===== src/rtl/fe_pkg.sv =====
package fe_pkg;
    parameter int FE_W = 8;
    localparam int FE_CNT_W = $clog2(FE_W);

    typedef enum logic {
        PH_IN  = 1'b0,
        PH_OUT = 1'b1
    } fe_phase_e;
endpackage


===== src/rtl/fe_sync.sv =====
module fe_sync #(
    parameter int          W       = 4,
    parameter logic [W-1:0] RST_VAL = '0
) (
    input  logic         clk,
    input  logic         rst_n,
    input  logic [W-1:0] pin_i,
    output logic [W-1:0] sync_o
);
    logic [W-1:0] st1_q;
    logic [W-1:0] st2_q;

    for (genvar i = 0; i < W; i++) begin : g_bit
        always_ff @(posedge clk or negedge rst_n) begin
            if (!rst_n) begin
                st1_q[i] <= RST_VAL[i];
                st2_q[i] <= RST_VAL[i];
            end else begin
                st1_q[i] <= pin_i[i];
                st2_q[i] <= st1_q[i];
            end
        end
    end

    assign sync_o = st2_q;
endmodule


===== src/rtl/fe_hold.sv =====
module fe_hold (
    input  logic clk,
    input  logic rst_n,
    input  logic active_i,
    input  logic sck_s_i,
    input  logic hold_s_i,
    output logic held_q_o,
    output logic held_d_o
);
    logic held_d, held_q;

    // The hold state may move only while the serial clock is high.
    always_comb begin
        held_d = held_q;
        if (!active_i) begin
            held_d = 1'b0;
        end else if (sck_s_i) begin
            held_d = !hold_s_i;
        end
    end

    always_ff @(posedge clk or negedge rst_n) begin
        if (!rst_n) held_q <= 1'b0;
        else        held_q <= held_d;
    end

    assign held_q_o = held_q;
    assign held_d_o = held_d;

    AST_HOLD_ENTER_SCK_HIGH: assert property (@(posedge clk) disable iff (!rst_n)
        $rose(held_q) |-> $past(sck_s_i));
    AST_HOLD_LEAVE_SCK_HIGH: assert property (@(posedge clk) disable iff (!rst_n)
        $fell(held_q) |-> ($past(sck_s_i) || !$past(active_i)));
endmodule


===== src/rtl/fe_shift.sv =====
module fe_shift
    import fe_pkg::*;
#(
    parameter int W = FE_W
) (
    input  logic         clk,
    input  logic         rst_n,
    input  logic         active_i,
    input  logic         fall_ok_i,
    input  logic         rise_ok_i,
    input  logic         si_s_i,
    input  logic [W-1:0] tx_byte_i,
    input  logic         tx_req_i,
    output logic         out_phase_o,
    output logic         out_bit_o,
    output logic [W-1:0] rx_byte_o,
    output logic         rx_valid_o
);
    localparam int CW = $clog2(W);
    localparam logic [CW-1:0] LAST = CW'(W - 1);

    typedef struct packed {
        fe_phase_e      phase;
        logic [CW-1:0]  cnt;
        logic [W-1:0]   in_sr;
        logic [W-1:0]   out_sr;
        logic [W-1:0]   rx_byte;
        logic           rx_valid;
    } shift_st_t;

    shift_st_t st_d, st_q;

    always_comb begin
        st_d = st_q;
        st_d.rx_valid = 1'b0;
        if (!active_i) begin
            st_d.phase = PH_IN;
            st_d.cnt   = '0;
        end else begin
            if (fall_ok_i && st_q.phase == PH_IN) begin
                st_d.in_sr = {st_q.in_sr[W-2:0], si_s_i};
                if (st_q.cnt == LAST) begin
                    st_d.rx_valid = 1'b1;
                    st_d.rx_byte  = {st_q.in_sr[W-2:0], si_s_i};
                    st_d.cnt      = '0;
                end else begin
                    st_d.cnt = st_q.cnt + CW'(1);
                end
            end
            if (rise_ok_i) begin
                if (st_q.phase == PH_IN) begin
                    if (st_q.cnt == '0 && tx_req_i) begin
                        st_d.phase  = PH_OUT;
                        st_d.out_sr = tx_byte_i;
                        st_d.cnt    = CW'(1);
                    end
                end else begin
                    st_d.out_sr = (st_q.cnt == '0) ? tx_byte_i : {st_q.out_sr[W-2:0], 1'b0};
                    st_d.cnt    = (st_q.cnt == LAST) ? '0 : st_q.cnt + CW'(1);
                end
            end
        end
    end

    always_ff @(posedge clk or negedge rst_n) begin
        if (!rst_n) begin
            st_q <= '{phase: PH_IN, default: '0};
        end else begin
            st_q <= st_d;
        end
    end

    assign out_phase_o = (st_q.phase == PH_OUT);
    assign out_bit_o   = st_q.out_sr[W-1];
    assign rx_byte_o   = st_q.rx_byte;
    assign rx_valid_o  = st_q.rx_valid;

    AST_NO_RX_IN_OUTPUT: assert property (@(posedge clk) disable iff (!rst_n)
        st_q.rx_valid |-> $past(st_q.phase == PH_IN));
endmodule


===== src/rtl/spi_hold_frontend.sv =====
module spi_hold_frontend
    import fe_pkg::*;
#(
    parameter int W = FE_W
) (
    input  logic         clk,
    input  logic         rst_n,
    input  logic         cs_n_i,
    input  logic         sck_i,
    input  logic         hold_n_i,
    input  logic         si_i,
    input  logic [W-1:0] tx_byte_i,
    input  logic         tx_req_i,
    output logic         so_o,
    output logic         so_en_o,
    output logic [W-1:0] rx_byte_o,
    output logic         rx_valid_o,
    output logic         start_o,
    output logic         end_o
);
    typedef struct packed {
        logic cs_p;
        logic sck_p;
        logic start;
        logic stop;
    } top_st_t;

    logic [3:0] pins_s;
    logic cs_s, sck_s, hold_s, si_s;
    logic active, held_q, held_d, fall_ok, rise_ok, out_phase;
    top_st_t st_d, st_q;

    // Idle values: chip select high, clock low, hold released, data low.
    fe_sync #(.W(4), .RST_VAL(4'b1010)) u_sync (
        .clk    (clk),
        .rst_n  (rst_n),
        .pin_i  ({cs_n_i, sck_i, hold_n_i, si_i}),
        .sync_o (pins_s)
    );
    assign {cs_s, sck_s, hold_s, si_s} = pins_s;
    assign active = !cs_s;

    always_comb begin
        st_d       = st_q;
        st_d.cs_p  = cs_s;
        st_d.sck_p = sck_s;
        st_d.start = st_q.cs_p && !cs_s;
        st_d.stop  = !st_q.cs_p && cs_s;
    end

    always_ff @(posedge clk or negedge rst_n) begin
        if (!rst_n) st_q <= '{cs_p: 1'b1, sck_p: 1'b0, start: 1'b0, stop: 1'b0};
        else        st_q <= st_d;
    end

    fe_hold u_hold (
        .clk      (clk),
        .rst_n    (rst_n),
        .active_i (active),
        .sck_s_i  (sck_s),
        .hold_s_i (hold_s),
        .held_q_o (held_q),
        .held_d_o (held_d)
    );

    assign fall_ok = active && st_q.sck_p && !sck_s && !held_q;
    assign rise_ok = active && !st_q.sck_p && sck_s && !held_d;

    fe_shift #(.W(W)) u_shift (
        .clk         (clk),
        .rst_n       (rst_n),
        .active_i    (active),
        .fall_ok_i   (fall_ok),
        .rise_ok_i   (rise_ok),
        .si_s_i      (si_s),
        .tx_byte_i   (tx_byte_i),
        .tx_req_i    (tx_req_i),
        .out_phase_o (out_phase),
        .out_bit_o   (so_o),
        .rx_byte_o   (rx_byte_o),
        .rx_valid_o  (rx_valid_o)
    );

    assign so_en_o = active && hold_s && out_phase && !held_q;
    assign start_o = st_q.start;
    assign end_o   = st_q.stop;

    AST_START_END_APART: assert property (@(posedge clk) disable iff (!rst_n)
        !(start_o && end_o));
    AST_FROZEN_NO_RX: assert property (@(posedge clk) disable iff (!rst_n)
        (held_q && !hold_s && active) |=> !rx_valid_o);
    AST_IDLE_NO_RX: assert property (@(posedge clk) disable iff (!rst_n)
        (cs_s && $past(cs_s)) |=> !rx_valid_o);
endmodule


===== config.mk =====
export PLATFORM = sky130hd
export DESIGN_NAME = spi_hold_frontend
export DESIGN_NICKNAME = d
export VERILOG_FILES = /design/src/rtl/fe_pkg.sv /design/src/rtl/fe_sync.sv /design/src/rtl/fe_hold.sv /design/src/rtl/fe_shift.sv /design/src/rtl/spi_hold_frontend.sv
export SDC_FILE = /design/constraint.sdc
export NUM_CORES = 1
export LEC_CHECK = 0
export ABC_AREA = 0
export BUFFER_PORTS_ARGS = -buffer_cell sky130_fd_sc_hd__buf_2
export CAP_MARGIN = 20
export CORE_ASPECT_RATIO = 1.5
export CORE_MARGIN = 2
export CORE_UTILIZATION = 40
export DETAILED_ROUTE_END_ITERATION = 12
export SLEW_MARGIN = 30
export SYNTH_ARGS = -nofsm -noshare
export SYNTH_HDL_FRONTEND = slang
export SYNTH_SLANG_ARGS = --single-unit

===== constraint.sdc =====
create_clock -name clk -period 1.9 [get_ports clk]
set_input_delay 0.095 -clock clk [delete_from_list [all_inputs] [get_ports clk]]
set_output_delay 0.095 -clock clk [all_outputs]
set_load 0.02 [all_outputs]

Yosys cells after proc, flatten, opt, wreduce, memory -nomap -nowiden
Index checks and enable logic that the tools add are counted.
W data, S select, Z words.
{ "totals": {"reg_bits": 42} }
{ "classes": {"reduce_logical": 26, "n_mux": 15, "bitwise_logic": 2, "eq_ne": 1, "addsub": 1} }
{ "ops": {"columns": ["operator", "count"], "rows": [
  ["$mux W8", 3],
  ["$logic_and A1 B1 Y1", 13],
  ["$mux W4", 3],
  ["$mux W11", 1],
  ["$logic_not A1 Y1", 7],
  ["$mux W1", 6],
  ["$mux W3", 2],
  ["$reduce_and A3 Y1", 2],
  ["$reduce_bool A2 Y1", 2],
  ["$add A3 B1 Y3 const B", 1],
  ["$eq A3 B3 Y1 const B", 1],
  ["$logic_not A3 Y1", 1],
  ["$not A1 Y1", 2],
  ["$reduce_and A2 Y1", 1]
]} }

Logic depth before layout (Yosys ltp)
Gate-level depths: netlist (run 1).
{ "logic_depth": {"ltp_word": 10, "depth_mapped": 8, "ltp_nobuf": 6} }

By module
From an unflattened synthesis (run 1), not the netlist that was laid out.
{ "hier_totals": {"cells_unflattened": 123, "hier_area_um2": 1704.1} }
{ "by_module_without_submodules": {"columns": ["module", "cells_each", "n_inst", "seq_area_each_um2", "area_each_um2"], "rows": [
  ["fe_shift", 102, 1, 700.7, 1298.7],
  ["fe_sync", 8, 1, 205.2, 205.2],
  ["spi_hold_frontend", 10, 1, 101.3, 161.4],
  ["fe_hold", 3, 1, 25.0, 38.8]
]} }

Least setup slack after synthesis (run 1)
No wires, ideal clock.
{ "synth_path": {"path_kind": "flip-flop to flip-flop", "start": "reg u_shift.st_q[25] (netlist name)", "end": "reg u_shift.st_q[25] (netlist name)", "arrival_ps": 1302, "stages_incl_launch_ff": 8, "slack_ps": 471, "path_cell_list": "dfrtp_1 > inv_1 > ha_1 > and3b_1 > o21ai_1 > buf_4 > nor2b_1 > o32ai_2"} }
{ "synth_lines": {"columns": ["element", "line", "rtl"], "rows": [
  ["start, declared", "fe_shift.sv:31", "shift_st_t st_d, st_q;"],
  ["start signal, assigned", "fe_shift.sv:69", "st_q <= st_d;"]
]} }

Worst setup path in the final report (run 1)
{ "layout_path": {"start": "reg u_shift.st_q[25] (netlist name)", "end": "reg u_shift.st_q[14] (netlist name)"} }
{ "layout_between": {"elab_chain_cells": 4, "elab_cells_between_ends": 6} }
{ "layout_rtl": {"columns": ["element", "line", "rtl"], "rows": [
  ["$logic_not A3 Y1 (*)", "fe_shift.sv:52, fe_shift.sv:58", null],
  ["$logic_and A1 B1 Y1", "fe_shift.sv:52", "if (st_q.cnt == '0 && tx_req_i) begin"],
  ["$reduce_bool A2 Y1 (no source line)", null, null],
  ["$reduce_and A3 Y1 (no source line)", null, null]
]} }
Every way passes the cells marked *; elsewhere a longest branch is shown, timed or not.
A chain may end at the register's enable or synchronous reset.

==> flow_summary.yaml, run 1 <==
sta:
  max_freq_mhz: 635.3
  slew_headroom_pct: 65.97
  post-route-min-period_ns: 1.574
  finalHoldViolCount: 0
  worst_pin_slew_ns: 0.5104
  tns_ns: 0
  slew_violations: 0
  rsz0062_at_grt: "false"
  fin_crit_sh_pct: 82.85
  finalClockSkew_ns: 0.004090
  setup-violations-final: 0
clocking:
  clock-sinks: 41
  cts_inserted_buffers: 5
  clk_latency_ns: 0.28
  cts_htree_levels: 2
  cts-root-buf: "clkbuf_8"
  path_clk_slew_ns: 0.07
  clock_path_buffers: 2
  cts_tree: "yes"
  cts_resized: 0
synth:
  syn_area_per_cell_um2: 13.97
  ys_seq_area_share_pct: 60.09
  ys_ff_latch: 41
  synth_cell_types: 26
  yosysTopAreaCellShare_pct: 52.44
  synthesis.area_um2: 1718
  synth_ff_type: "dfrtp_1"
  synth-warning-count: 0
  synth_area_leaders: "dfrtp_1 (52%), dfstp_2 (7.6%), mux2_4 (7.0%), mux2i_1 (5.2%), mux2_1 (4.6%)"
  syn_inst: 123
  async_flop_share_pct: 100.0
  syn-num-nets: 141
  yosysTopAreaCell: "dfrtp_1"
  synth_edf_count: 0
floorplanning:
  die_w_um: 57.51
  core_area_um2: 4173
  io_pins: 28
  start_util_pct: 41.17
  fp.dieArea_um2: 4846
  rows: 29
  die_y_um: 84.26
grt:
  grt.overflow.total: 0
  grt_max_degree: 42
  antenna_found_initial: 0
  grt_pass1_vias: 1053
  grt_pass1_wl_um: 4478
  grt_use_total_pct: 11.99
drt:
  highest_layer: "met4"
  wl_per_cell_um: 12.28
  route.met2.wl_um: 1286
  drcViolationCount: 0
  drt_iter0_markers: 3
  antenna_left: 0
  finalWirelength_um: 2469
  firstDrtPassIters: 2
  wl_met3_um: 127
  wl_met1_um: 994
  vias_per_cell: 4.871
  num_vias: 979
power:
  power_frac_comb_pct: 9.7
  p_int_uw: 1531
  powerDensity_nw_per_um2: 975.9
  p_total_uw: 1967
  p_clk_share_pct: 35.2
  p_leak_uw: 0.001083
  ir_drop_mv: 0.6480
  power_frac_seq_pct: 55.1
  p_switching_uw: 436.3
  sw_frac_of_total_pct: 22.18
setup_path:
  crit_fanout: 8
  worstReg2RegStart: "u_shift.st_q[25]$_DFF_PN0_"
  critPathCapture: "u_shift.st_q[14]$_DFFE_PN0P_"
  cp.arrival_ns: 1.74
  rr_worst_depth: 6
  end_kind: "flop"
  cp-startpoint: "u_shift.st_q[25]$_DFF_PN0_"
  reg2reg_slack_ns: 0.33
  r2r_end: "u_shift.st_q[14]$_DFFE_PN0P_"
  startpoint_type: "flop"
  cp.required_ns: 2.06
  path_class: "reg2reg"
layout:
  diodes: 0
  post-route-util_pct: 48.31
  final_common_cell: "dfrtp_1"
  finalNetCount: 172
  final_cells: 201
  final_cell_mix: "dfrtp_1 (36), buf_2 (26), nand2_1 (11)"
  syn_to_final_growth_pct: 17.33
  layout-drive-gt1-share_pct: 35.48
  fin_area_um2: 2016
placed_design:
  place.detailed.hpwl_um: 1760
  placed_cell_area_um2: 1847
  portBuffers: 27
  place_congestion: 0.6791
  dp_cells: 188
run:
  max_cap_violations: 0
status:
  outcome: "finished, final reports clean"
min_path:
  hold_class: "in2reg"
-- worst min path at each step --
stage / start / end / cells past startpoint
3_5_place_dp: cs_n_i / u_sync.st1_q[3]$_DFF_PN1_ / 1
3_3_place_gp: hold_n_i / u_sync.st1_q[1]$_DFF_PN1_ / 1
6_report: tx_byte_i[0] / u_shift.st_q[9]$_DFFE_PN0P_ / 3
4_1_cts: tx_byte_i[0] / u_shift.st_q[9]$_DFFE_PN0P_ / 3
2_1_floorplan: rst_n / end_o$_DFF_PN0_ / 0
5_1_grt: tx_byte_i[0] / u_shift.st_q[9]$_DFFE_PN0P_ / 3
-- kinds of logic after synthesis --
kind of cell	count (synthesis)	share of synthesized area [%]
mux	24	16.83
simple gates	23	8.886
fa+ha+maj	3	2.185
compound gates	16	5.900
flops	41	60.09
buf+inv	16	6.118
-- what timing repair did --
item / 4_1_cts / 5_1_grt
setup buffers: 0 / 0
hold endpoints to repair: 40 / 0
setup endpoints to repair: 0 / 0
hold buffers: 5 / 0
-- cells in the mapped netlist, types with 3 or more instances --
master and count:
dfrtp_1 36, nand2_1 11, buf_4 10, mux2i_1 9
o21ai_0 9, mux2_4 8, mux2_1 7, dfstp_2 5
inv_1 5, ha_1 3, nor2b_1 3, o21ai_1 3
-- stage by stage --
step	worst slack (ns)	hold slack [ns]
2_1_floorplan	0.4707	-0.2006
3_3_place_gp	0.3929	0.2002
3_5_place_dp	0.3084	0.2026
4_1_cts	0.3011	0.05252
5_1_grt	0.1080	0.09248
6_report	0.3259	0.05825
-- final cells by class --
type	count	area, um^2
clock buffer	7	86.33
clock inverter	1	30.03
fill	371	2157
inverter	5	18.77
multi-input combinational	66	580.6
sequential	41	1032
tap	46	57.56
timing repair buffer	35	210.2
-- metal layers --
layer | track usage [%] | vias up
li1 | - | 476
met1 | 13.04 | 475
met2 | 20.35 | 24
met3 | 3.698 | 4
met4 | 6.342 | 0
met5 | 0 | -
-- worst max-delay path: stages (launching register included) --
cell and delay, ns:
dfrtp_1 0.41, inv_1 0.09, ha_1 0.17, inv_1 0.05
o21ai_2 0.41, mux2i_1 0.24, o21ai_0 0.09
-- state kept, by name (all words and copies together), names as in the netlist --
| name | flops |
|---|---|
| u_shift.out_phase_o | 1 |
| u_shift.out_bit_o | 1 |
| end_o | 1 |
| u_sync.sync_o | 4 |
| u_sync.st1_q | 4 |
| u_hold.held_q_o | 1 |
| u_shift.rx_valid_o | 1 |
| st_q | 2 |
| u_shift.rx_byte_o | 8 |
| u_shift.st_q | 17 |
| start_o | 1 |
-- power by group through the flow --
stage	registers [uW]	logic, uW	clock network [uW]
global route	1100	225	752
floorplan	1090	119	0
CTS	1090	196	723
global placement	1090	179	0
finish	1080	190	693
detailed placement	1100	187	0
(Power assumes the default switching activity.)
==> inputs of run 2 (changes only) <==
--- a/config.mk
+++ b/config.mk
@@ -5,7 +5,7 @@
 export SDC_FILE = /design/constraint.sdc
 export NUM_CORES = 1
 export LEC_CHECK = 0
-export ABC_AREA = 0
+export ABC_AREA = 1
 export BUFFER_PORTS_ARGS = -buffer_cell sky130_fd_sc_hd__buf_2
 export CAP_MARGIN = 20
 export CORE_ASPECT_RATIO = 1.5
==> constraint.sdc (replaced) <==
create_clock -name clk -period 1.4 [get_ports clk]
set_input_delay 0.07 -clock clk [delete_from_list [all_inputs] [get_ports clk]]
set_output_delay 0.07 -clock clk [all_outputs]
set_load 0.02 [all_outputs]
==> flow_summary.yaml, run 2 <==
layout:
  final_cell_mix: "nand2_1 (36), dfrtp_1 (36), buf_2 (27)"
  largest_reg_flops: 17
  syn_to_final_growth_pct: 22.96
  fillers: 423
  final_cells: 275
  top_register: "u_shift.st_q"
  finalNetCount: 244
  post-route-util_pct: 50.11
  layout-drive-gt1-share_pct: 33.92
  diodes: 0
floorplanning:
  fp.dieArea_um2: 5118
  core_area_um2: 4467
  rows: 30
  start_util_pct: 40.76
  die_y_um: 86.63
  io_pins: 28
  die_w_um: 59.09
sta:
  post-route-min-period_ns: 1.335
  finalClockSkew_ns: 0.005982
  max_freq_mhz: 748.9
  worst_pin_slew_ns: 0.4654
  worst_slack_ns: 0.06474
  setup-violations-final: 0
  fin_crit_sh_pct: 95.38
  slew_violations: 0
  finalHoldViolCount: 0
  slew_headroom_pct: 68.98
grt:
  grt_pass1_vias: 1233
  antenna_found_initial: 0
  grt_use_total_pct: 12.96
  grt_pass1_wl_um: 5037
  grt.overflow.total: 0
  grt_max_degree: 24
synth:
  syn-num-nets: 202
  synthTopCellsByCount: "nand2_1 (37), dfrtp_1 (36), inv_1 (24)"
  ys_ff_latch: 41
  synth_ff_type: "dfrtp_1"
  yosysTopAreaCellShare_pct: 49.48
  yosysMostFrequentCell: "nand2_1"
  synth-warning-count: 0
  synthesis.area_um2: 1820
  syn_inst: 184
  ys_seq_area_share_pct: 56.70
  syn_area_per_cell_um2: 9.894
  synth_area_leaders: "dfrtp_1 (49%), nand2_1 (7.6%), dfstp_2 (7.2%), inv_1 (4.9%), buf_6 (3.7%)"
  async_flop_share_pct: 100.0
  synth_edf_count: 0
  synth_cell_types: 23
  yosysTopAreaCell: "dfrtp_1"
placed_design:
  place.detailed.hpwl_um: 2154
  pre_cts_slack_ns: -0.01296
  portBuffers: 27
  place_congestion: 0.8640
  dp_cells: 259
setup_path:
  cp.arrival_ns: 1.52
  cpLargestDelayFamily: "flip-flops"
  slowest_stage: "dfrtp_1"
  path_buf_inv: 2
  path_class: "reg2reg"
  startpoint_type: "flop"
  crit_fanout: 15
  cp.required_ns: 1.58
  path_common_cell: "ha_1"
  critPathMaxStageDelay_ns: 0.41
  end_kind: "flop"
  worstPathCellList: "ha_1 > ha_1 > inv_2 > nor2_4 > buf_12 > o21a_1"
drt:
  drcViolationCount: 0
  antenna_left: 0
  vias_per_cell: 4.575
  finalWirelength_um: 2935
  firstDrtPassIters: 4
  wl_per_cell_um: 10.67
  num_vias: 1258
  drt_iter0_markers: 36
clocking:
  clock-sinks: 41
  cts_htree_levels: 2
  cts_inserted_buffers: 5
  cts_tree: "yes"
  clock_path_buffers: 2
  path_clk_slew_ns: 0.08
  clk_latency_ns: 0.29
  cts-root-buf: "clkbuf_8"
power:
  p_leak_uw: 0.001174
  ir_drop_mv: 0.6743
  powerDensity_nw_per_um2: 1274
run:
  max_cap_violations: 0
min_path:
  hold_class: "in2reg"
status:
  outcome: "finished, final reports clean"
run 2: cell count changes after synthesis, sizes merged, moves of 3 or more:
cell	delta
mux2i	-9
o21a	+6
nor2b	-3
mux2	-14
nand2	+25
o21ai	+3
nand3	+13
a21oi	+9
nor2	+12
buf	+5
inv	+20
run 2: metal layers:
layer,global-route usage (%),wire (um),vias to the layer above
met5,0,0,-
met4,6.818,47,0
met3,3.284,118,5
met2,22.12,1471,28
met1,14.46,1298,570
li1,-,-,655
run 2: final timing paths:
| kind | startpoint | to | slack, ns | cells past startpoint |
|---|---|---|---|---|
| setup / recovery | u_shift.st_q[25]$_DFF_PN0_ | u_shift.rx_byte_o[5]$_DFFE_PN0P_ | 0.06 | 6 |
| hold / removal | tx_byte_i[0] | u_shift.st_q[9]$_DFFE_PN0P_ | 0.03 | 3 |
| max in group asynchronous | rst_n | u_sync.sync_o[1]$_DFF_PN1_ | 0.59 | 3 |
| min in group asynchronous | rst_n | u_shift.st_q[12]$_DFFE_PN0P_ | 0.26 | 2 |
| hold reg to reg | u_sync.st1_q[2]$_DFF_PN0_ | u_sync.sync_o[2]$_DFF_PN0_ | 0.35 | 0 |
| setup reg to reg | u_shift.st_q[25]$_DFF_PN0_ | u_shift.rx_byte_o[5]$_DFFE_PN0P_ | 0.06 | 6 |
run 2: final cells by class:
| class | count | area, um^2 | area share (%) |
|---|---|---|---|
| clock buffers | 7 | 86.33 | 3.857 |
| clock inverters | 1 | 30.03 | 1.342 |
| inverters | 25 | 93.84 | 4.192 |
| multi-input cells | 102 | 575.6 | 25.71 |
| flip-flops and latches | 41 | 1032 | 46.12 |
| well taps | 48 | 60.06 | 2.683 |
| repair buffers | 51 | 360.3 | 16.10 |
run 2: cell families (layout without fill, tap and decap cells):
group,Yosys count,in the layout,synth area share [%]
buffers and inverters,41,84,12.71
adders and majority gates,3,3,2.062
and+or+nand+nor,67,67,17.11
DFF,41,41,56.70
muxes,1,1,0.8245
AOI/OAI and AO/OA,31,31,10.58
run 2: per-stage QoR:
| step | setup TNS (ns) | hold slack (ns) | instance area [um^2] | power, uW |
|---|---|---|---|---|
| after floorplan | 0 | -0.2256 | 1821 | 1729 |
| after global placement | -0.01438 | 0.05213 | 2023 | 1861 |
| after detailed placement | -0.01296 | 0.05525 | 2023 | 1873 |
| after CTS | 0 | 0.02496 | 2197 | 2876 |
| after global routing | -0.001296 | 0.04515 | 2238 | 3013 |
| final | 0 | 0.03256 | 2238 | 2852 |
run 2: tightest hold or removal path, cell delays in order:
cell,delay (ns)
buf_2,0.10
nand2_1,0.06
o21ai_1,0.06
run 2: power by group:
part / total (uW) / switching (uW) / internal (uW) / leakage (uW)
logic: 468 / 261 / 208 / 0.000604
registers: 1420 / 72.2 / 1350 / 0.000511
clock network: 961 / 380 / 581 / 0.0000585
run 2: what timing repair did:
action,CTS,global route
setup buffers,1,2
hold buffers,5,0
cloned,0,0
endpoints found under the setup margin,3,18
gates resized for setup,1,12
hold endpoints to repair,22,0
==> inputs of run 3 (changes only) <==
--- a/config.mk
+++ b/config.mk
@@ -8,10 +8,11 @@
 export ABC_AREA = 1
 export BUFFER_PORTS_ARGS = -buffer_cell sky130_fd_sc_hd__buf_2
 export CAP_MARGIN = 20
-export CORE_ASPECT_RATIO = 1.5
+export CORE_ASPECT_RATIO = 0.5
 export CORE_MARGIN = 2
 export CORE_UTILIZATION = 40
 export DETAILED_ROUTE_END_ITERATION = 12
+export GPL_TIMING_DRIVEN = 0
 export SLEW_MARGIN = 30
 export SYNTH_ARGS = -nofsm -noshare
 export SYNTH_HDL_FRONTEND = slang
==> flow_summary.yaml, run 3 (synthesis results as in run 2) <==
clocking:
  path_clk_slew_ns: 0.07
  clock-sinks: 41
  clk_latency_ns: 0.29
  clock_path_buffers: 2
  cts_htree_levels: 2
  cts-root-buf: "clkbuf_8"
  cts_tree: "yes"
  cts_inserted_buffers: 5
sta:
  worst_pin_slew_ns: 0.5052
  tns_ns: 0
  rsz0062_at_grt: "true"
  setup-violations-final: 0
  finalClockSkew_ns: 0.004037
  worst_slack_ns: 0.04183
  fin_crit_sh_pct: 97.01
  max_freq_mhz: 736.3
  finalHoldViolCount: 0
  whs_ns: 0.04972
  slew_headroom_pct: 66.32
  post-route-min-period_ns: 1.358
  slew_violations: 0
layout:
  diodes: 0
  finalNetCount: 254
  layout-drive-gt1-share_pct: 41.77
  multi_input_area_um2: 639.4
  seq_area_um2: 1032
  top_register: "u_shift.st_q"
  final_common_cell: "dfrtp_1"
  syn_to_final_growth_pct: 29.76
  fillers: 404
  final_cell_mix: "dfrtp_1 (36), nand2_1 (34), buf_2 (27)"
  largest_reg_flops: 17
  fin_area_um2: 2362
drt:
  drcViolationCount: 0
  firstDrtPassIters: 4
  wl_per_cell_um: 11.39
  vias_per_cell: 4.548
  antenna_left: 0
  drt_iter0_markers: 44
  num_vias: 1337
  finalWirelength_um: 3349
placed_design:
  place_congestion: 0.8274
  placed_cell_area_um2: 2027
  pre_cts_slack_ns: -0.07267
  portBuffers: 27
  place.detailed.hpwl_um: 2096
setup_path:
  rr_worst_depth: 6
  worstReg2RegStart: "u_shift.st_q[25]$_DFF_PN0_"
  path_class: "reg2reg"
  cp.required_ns: 1.58
  cp.arrival_ns: 1.54
  startpoint_type: "flop"
  end_kind: "flop"
  reg2reg_slack_ns: 0.04
  crit_fanout: 5
  r2r_end: "u_shift.rx_byte_o[2]$_DFFE_PN0P_"
floorplanning:
  core_area_um2: 4382
  die_y_um: 51.71
  rows: 17
  start_util_pct: 41.55
  fp.dieArea_um2: 5140
  die_w_um: 99.41
  io_pins: 28
grt:
  grt_pass1_wl_um: 5347
  grt.overflow.total: 0
  grt_max_degree: 42
  grt_pass1_vias: 1247
  grt_use_total_pct: 13.65
  antenna_found_initial: 0
power:
  power_frac_seq_pct: 52.5
  ir_drop_mv: 0.3890
  p_clk_share_pct: 28.7
  powerDensity_nw_per_um2: 1144
  p_switching_uw: 735.8
  p_int_uw: 1966
  p_total_uw: 2702
  power_frac_comb_pct: 18.8
  sw_frac_of_total_pct: 27.23
  p_leak_uw: 0.001228
min_path:
  hold_end: "u_shift.out_bit_o$_DFFE_PN0P_"
  min_from: "tx_byte_i[7]"
  hold_depth: 3
  hold_class: "in2reg"
status:
  outcome: "finished, final reports clean"
run:
  max_cap_violations: 0
==> run 3: cell count changes in the layout (fill, tap and decap cells not counted), moves of 3 or more <==
cell     before  now
nor2_2        1    6
nor2_1       11    6
buf_6         2    8
buf_4        15   21
nand3_4       0    3
==> run 3: critical path, cell delays in order, from the launching register on <==
cell     delay (ns)
dfrtp_1        0.41
ha_2           0.18
ha_1           0.18
inv_2          0.11
nor2_4         0.06
buf_4          0.15
o21a_1         0.16
==> run 3: what timing repair did <==
item	4_1_cts	5_1_grt
hold endpoints to repair	40	0
pin swaps	0	5
hold buffers	5	0
gates cloned	0	4
setup buffers	0	9
endpoints found under the setup margin	15	22
resized for setup	6	31
==> run 3: metal layers <==
layer  vias to the layer above  global-route usage [%]  wire length, um
met3                         9                   4.839              157
met5                         -                       0                0
met2                        27                   23.42             1565
li1                        679                       -                -
met4                         0                   6.393               70
met1                       622                   15.63             1556
==> run 3: area by class of cell <==
class	instances	area share, %
Sequential cell	41	43.70
Multi-Input combinational cell	102	27.07
Timing Repair Buffer	45	12.13
Buffer	16	6.197
Inverter	25	4.078
Clock buffer	8	3.814
Tap cell	57	3.019
==> run 3: worst max path at each step <==
| stage | start | end | slack [ns] | depth (start not counted) |
|---|---|---|---|---|
| after CTS | u_sync.sync_o[2]$_DFF_PN0_ | u_shift.rx_byte_o[5]$_DFFE_PN0P_ | 0.0004 | 6 |
| after global placement | u_shift.st_q[25]$_DFF_PN0_ | u_shift.st_q[12]$_DFFE_PN0P_ | -0.05 | 8 |
| after detailed placement | u_shift.st_q[25]$_DFF_PN0_ | u_shift.st_q[13]$_DFFE_PN0P_ | -0.07 | 8 |
| final | u_shift.st_q[25]$_DFF_PN0_ | u_shift.rx_byte_o[2]$_DFFE_PN0P_ | 0.04 | 6 |
| after floorplan | u_shift.st_q[25]$_DFF_PN0_ | u_shift.rx_byte_o[0]$_DFFE_PN0P_ | 0.09 | 6 |
| after global routing | u_sync.sync_o[3]$_DFF_PN1_ | u_shift.rx_byte_o[4]$_DFFE_PN0P_ | -0.03 | 7 |
==> run 3: stage by stage <==
stage	util [%]	cells
floorplan	-	184
global placement	46.26	268
detailed placement	46.26	268
CTS	49.86	281
global route	53.91	294
finish	53.91	294
==> run 3: power groups by stage <==
stage	Combinational [uW]	Clock [uW]	Sequential (uW)
detailed placement	414	0	1440
finish	508	775	1420
global placement	400	0	1430
CTS	435	809	1420
global route	574	851	1440
floorplan	288	0	1440
